$ cat config.mk
export PLATFORM = sky130hd
export DESIGN_NAME = scp_guard
export DESIGN_NICKNAME = d
export VERILOG_FILES = /design/src/rtl/scp_pkg.sv /design/src/rtl/scp_sync.sv /design/src/rtl/scp_mask_timer.sv /design/src/rtl/scp_ctrl.sv /design/src/rtl/scp_guard.sv
export SDC_FILE = /design/constraint.sdc
export NUM_CORES = 1
export LEC_CHECK = 0
export BUFFER_PORTS_ARGS = -buffer_cell sky130_fd_sc_hd__buf_2
export CAP_MARGIN = 20
export CORE_MARGIN = 2
export CORE_UTILIZATION = 56
export DETAILED_ROUTE_END_ITERATION = 10
export PLACE_DENSITY = 0.75
export SYNTH_ARGS = -nofsm -noshare
export SYNTH_HDL_FRONTEND = slang
export SYNTH_SLANG_ARGS = --single-unit
export TNS_END_PERCENT = 5
$ cat constraint.sdc
create_clock -name clk -period 1.7 [get_ports clk]
set_input_delay 0.255 -clock clk [delete_from_list [all_inputs] [get_ports clk]]
set_output_delay 0.255 -clock clk [all_outputs]
set_load 0.1 [all_outputs]
$ cat src/rtl/scp_pkg.sv
package scp_pkg;

    typedef enum logic [2:0] {
        PS_WAIT_SUPPLY = 3'd0,
        PS_IDLE        = 3'd1,
        PS_RUN         = 3'd2,
        PS_TRIPPED     = 3'd3,
        PS_BLOCKED     = 3'd4
    } prot_state_e;

    typedef struct packed {
        logic oc;
        logic uv;
    } fault_flags_t;

    localparam int FLAG_W = $bits(fault_flags_t);

    // Power-on decision: enable must be low when the supply is first seen good.
    function automatic prot_state_e power_on_target(input logic en_now);
        return en_now ? PS_BLOCKED : PS_IDLE;
    endfunction

    function automatic logic any_fault(input fault_flags_t f);
        return f.oc | f.uv;
    endfunction

endpackage

$ cat src/rtl/scp_sync.sv
module scp_sync #(
    parameter int WIDTH  = 2,
    parameter int STAGES = 2
) (
    input  logic             clk,
    input  logic             rst,
    input  logic [WIDTH-1:0] d,
    output logic [WIDTH-1:0] q
);
    logic [WIDTH-1:0] pipe [STAGES];

    always_ff @(posedge clk) begin
        if (rst) begin
            for (int i = 0; i < STAGES; i++) pipe[i] <= '0;
        end else begin
            pipe[0] <= d;
            for (int i = 1; i < STAGES; i++) pipe[i] <= pipe[i-1];
        end
    end

    assign q = pipe[STAGES-1];
endmodule

$ cat src/rtl/scp_mask_timer.sv
module scp_mask_timer #(
    parameter int MASK_CYCLES = 36000
) (
    input  logic clk,
    input  logic rst,
    input  logic running,
    input  logic detect,
    output logic expire
);
    localparam int CW = (MASK_CYCLES > 2) ? $clog2(MASK_CYCLES) : 1;
    localparam logic [CW-1:0] LAST = CW'(MASK_CYCLES - 1);

    logic [CW-1:0] cnt;

    assign expire = running && detect && (cnt == LAST);

    always_ff @(posedge clk) begin
        if (rst) begin
            cnt <= '0;
        end else if (!running || !detect || expire) begin
            cnt <= '0;
        end else begin
            cnt <= cnt + 1'b1;
        end
    end

    // a gap in detect restarts the masking count
    a_r7_gap_clears: assert property (@(posedge clk) disable iff (rst)
        !detect |=> (cnt == '0));

    // the count never passes the last masking step
    a_r6_cnt_bound: assert property (@(posedge clk) disable iff (rst)
        cnt <= LAST);

    // nothing accumulates while stopped
    a_r11_idle_zero: assert property (@(posedge clk) disable iff (rst)
        !running |=> (cnt == '0));
endmodule

$ cat src/rtl/scp_ctrl.sv
module scp_ctrl
    import scp_pkg::*;
(
    input  logic clk,
    input  logic rst,
    input  logic en,
    input  logic supply_ok,
    input  logic expire,
    output logic running,
    output logic tripped
);
    prot_state_e state, state_nx;

    always_comb begin
        state_nx = state;
        if (!supply_ok) begin
            state_nx = PS_WAIT_SUPPLY;
        end else begin
            unique case (state)
                PS_WAIT_SUPPLY: state_nx = power_on_target(en);
                PS_IDLE:        if (en) state_nx = PS_RUN;
                PS_RUN: begin
                    if (!en)         state_nx = PS_IDLE;
                    else if (expire) state_nx = PS_TRIPPED;
                end
                PS_TRIPPED:     if (!en) state_nx = PS_IDLE;
                PS_BLOCKED:     state_nx = PS_BLOCKED;
                default:        state_nx = PS_WAIT_SUPPLY;
            endcase
        end
    end

    always_ff @(posedge clk) begin
        if (rst) state <= PS_WAIT_SUPPLY;
        else     state <= state_nx;
    end

    assign running = (state == PS_RUN);
    assign tripped = (state == PS_TRIPPED);

    // a failed power-on check holds while supply stays good
    a_r3_blocked_holds: assert property (@(posedge clk) disable iff (rst)
        (state == PS_BLOCKED) && supply_ok |=> (state == PS_BLOCKED));

    // supply loss returns to the power-on wait
    a_r10_supply_loss: assert property (@(posedge clk) disable iff (rst)
        !supply_ok |=> (state == PS_WAIT_SUPPLY));

    // enable low stops without a fault
    a_r4_en_stop: assert property (@(posedge clk) disable iff (rst)
        running && !en |=> !running && !tripped);

    // the latch holds while enable and supply stay high
    a_r8_latch_holds: assert property (@(posedge clk) disable iff (rst)
        tripped && en && supply_ok |=> tripped);

    // enable low releases the latch
    a_r9_release: assert property (@(posedge clk) disable iff (rst)
        tripped && !en |=> !tripped);
endmodule

$ cat src/rtl/scp_guard.sv
module scp_guard
    import scp_pkg::*;
#(
    parameter int MASK_CYCLES = 36000,
    parameter int SYNC_STAGES = 2
) (
    input  logic clk,
    input  logic rst,
    input  logic en,
    input  logic oc_det,
    input  logic uv_det,
    input  logic supply_ok,
    output logic run,
    output logic fault_latched
);
    fault_flags_t raw_flags, sync_flags;
    logic detect, expire, running, tripped;

    assign raw_flags = '{oc: oc_det, uv: uv_det};

    scp_sync #(.WIDTH(FLAG_W), .STAGES(SYNC_STAGES)) u_sync (
        .clk (clk),
        .rst (rst),
        .d   (raw_flags),
        .q   (sync_flags)
    );

    assign detect = any_fault(sync_flags);

    scp_mask_timer #(.MASK_CYCLES(MASK_CYCLES)) u_timer (
        .clk     (clk),
        .rst     (rst),
        .running (running),
        .detect  (detect),
        .expire  (expire)
    );

    scp_ctrl u_ctrl (
        .clk       (clk),
        .rst       (rst),
        .en        (en),
        .supply_ok (supply_ok),
        .expire    (expire),
        .running   (running),
        .tripped   (tripped)
    );

    assign run           = running;
    assign fault_latched = tripped;

    // run and the latch are never both set
    a_r8_exclusive: assert property (@(posedge clk) disable iff (rst)
        !(run && fault_latched));

    // a trip only follows an asserted detect
    a_r5_trip_cause: assert property (@(posedge clk) disable iff (rst)
        run && !detect |=> !fault_latched);
endmodule

==> results.yml <==
status:
  status: "complete, no violations"
clocking:
  post-cts-setup-buffer-count: 0
  cts.clk_slew.worst_paths_ns: 0.12
  cts-htree-levels: 1
  cts_tree: "yes"
  cts_root_buf: "clkbuf_4"
  cts_buffers: 3
  cts.sinks: 23
  clk_latency_ns: 0.31
  hold_buffers: 0
  clockBufferDepth: 2
final_layout:
  nets: 121
  final_common_cell: "dfxtp_1"
  syn2layout_area_growth_pct: 10.52
  fin_area_um2: 1091
  drive_gt1_share_pct: 18.58
  layout_common_cells: "dfxtp_1, nor2_1, xnor2_1, xor2_1"
  antennaDiodeCount: 0
synthesis:
  yosysSeqAreaShare_pct: 46.64
  yosys_warnings: 0
  syn_nets: 111
  synth_largest_area_cell: "dfxtp_1"
  postSynthAreaPerCell_um2: 9.492
  synth_area_leaders: "dfxtp_1, nor2_1, xnor2_1, xor2_1, nand4_1"
  ys_ff_latch: 23
  async_reset_ff_share_pct: 0
  synth_top_area_share_pct: 46.64
  synth_enable_flop_cells: 0
  ys_types: 28
  synthFlopType: "dfxtp_1"
  netlist_instances: 104
  syn_area_um2: 987.2
routing:
  maxUsedRoutingLayer: "met4"
  firstDrtPassIters: 3
  met3WireLength_um: 22
  drt_iter0_drc: 11
  final_antenna_net_count: 0
  met1_length_um: 831
  vias: 715
  route.met2.wl_um: 741
  drc: 0
  wire_per_inst_um: 12.43
  wl_um: 1616
  via_per_inst: 5.500
floorplan:
  die_h_um: 45.99
  boundaryPins: 8
  coreArea_um2: 1689
  initial_utilization_pct: 58.44
  rows: 15
  die_area_um2: 2115
  die-width_um: 45.99
worst_setup_path:
  required_ns: 1.44
  path_max_fanout: 3
  crit_type: "register to primary output"
  crit_arrival_ns: 1.36
  end_kind: "primary output"
  worst_setup_path_start_kind: "register"
  path_cells: "inv_1 > nor3_4 > buf_4"
  cpPeakStageDelay_ns: 0.38
  critPathSlowestCell: "dfxtp_1"
global_routing:
  grt_pass1_vias: 620
  grt_first_pass_wirelength_um: 2615
  overflow: 0
  grt_max_degree: 17
  grt_usage_pct: 17.02
  antenna_found_initial: 0
place:
  portBuffers: 7
  place_ws_ns: 0.1662
  hpwl_um: 1179
  place_area_um2: 1059
  place.gp.congestion: 0.7671
min_path:
  hp-class: "input port to register"
timing:
  hold_viol: 0
  setup_ws_ns: 0.08761
  max_freq_ghz: 0.6202
  timing.slew.headroom_pct: 78.43
  fin_setup_tns_ns: 0
  hold_slack_ns: 0.1475
  finalCritPeriodShare_pct: 94.85
  tightest_slew_ns: 0.3231
  fin_skew_ns: 0.004889
  slew_viol_final: 0
  rsz0062_at_grt: "false"
  finalSetupViolations: 0
  period_minus_slack_ns: 1.612
power_and_ir_drop:
  powerDensity_nw_per_um2: 752.4
  power.leakage_uw: 0.0003721
  ir_drop_mv: 0.6031
flow_run:
  maxCapViolCount: 0
-- synth_stat cells (2+ instances only) --
cell and count:
nand2_1 4, nor3b_1 2, nor2_1 20, nand3_1 5, nor4_1 3, inv_1 2
xnor2_1 7, and4_1 3, nand4_1 5, nor3_1 4, dfxtp_1 23, xor2_1 7
nor2b_1 4
-- final timing paths --
path                           from                end  slack [ns]  cells past startpoint
setup / recovery    u_ctrl.state[1]                run        0.09                      3
hold / removal               oc_det  u_sync.pipe[0][1]        0.15                      2
setup reg to reg     u_timer.cnt[0]    u_ctrl.state[0]        0.15                      5
hold reg to reg   u_sync.pipe[0][1]  u_sync.pipe[0][3]        0.45                      1
-- critical path: cells and delay by family (launching register included) --
| kind | cells | cell delay [ns] |
|---|---|---|
| buf+inv | 2 | 0.43 |
| simple gates | 1 | 0.24 |
| flops | 1 | 0.38 |
-- cells by family after synthesis --
group                      Yosys count  share of synthesized area [%]
xor gates and xnor gates            14                          12.42
and+or+nand+nor                     57                          33.71
adders and majority gates            1                          1.267
DFF                                 23                          46.64
AOI/OAI and AO/OA                    3                          3.041
buffers and inverters                6                          2.914
-- layer usage --
| metal | up-vias | GRT usage, % |
|---|---|---|
| li1 | 376 | - |
| met1 | 334 | 22.57 |
| met2 | 3 | 26.67 |
| met3 | 2 | 3.571 |
| met4 | 0 | 6.857 |
| met5 | - | 0 |
-- per-stage QoR --
| step | cells | utilization, % | power (µW) |
|---|---|---|---|
| 5_1_grt | 130 | 64.59 | 850.5 |
| 3_5_place_dp | 126 | 62.67 | 584.9 |
| 4_1_cts | 130 | 64.44 | 828.6 |
| 6_report | 130 | 64.59 | 820.9 |
| 2_1_floorplan | 104 | - | 574.4 |
| 3_3_place_gp | 126 | 62.67 | 583.6 |
-- flip-flops by register name, indices dropped and copies added (netlist names) --
signal        flops
u_sync.pipe       4
u_ctrl.state      3
u_timer.cnt      16
-- power breakdown --
group	internal (µW)	total, µW	switching (µW)
sequential	546	551	5.12
clock	87.9	248	160
combinational	10.7	22.3	11.6
-- timing repair --
item	CTS	global route
resized for setup	1	1
endpoints found under the hold margin	0	0
endpoints found under the setup margin	1	1
-- final cells by class --
cell class	count	area, µm²
fill	155	598.1
multi-input combinational	75	519.2
sequential	23	460.4
timing repair buffer	9	55.05
clock buffer	3	22.52
tap	17	21.27
inverter	2	7.507
clock inverter	1	5.005
Note: power is estimated with default switching activity, not from simulation.
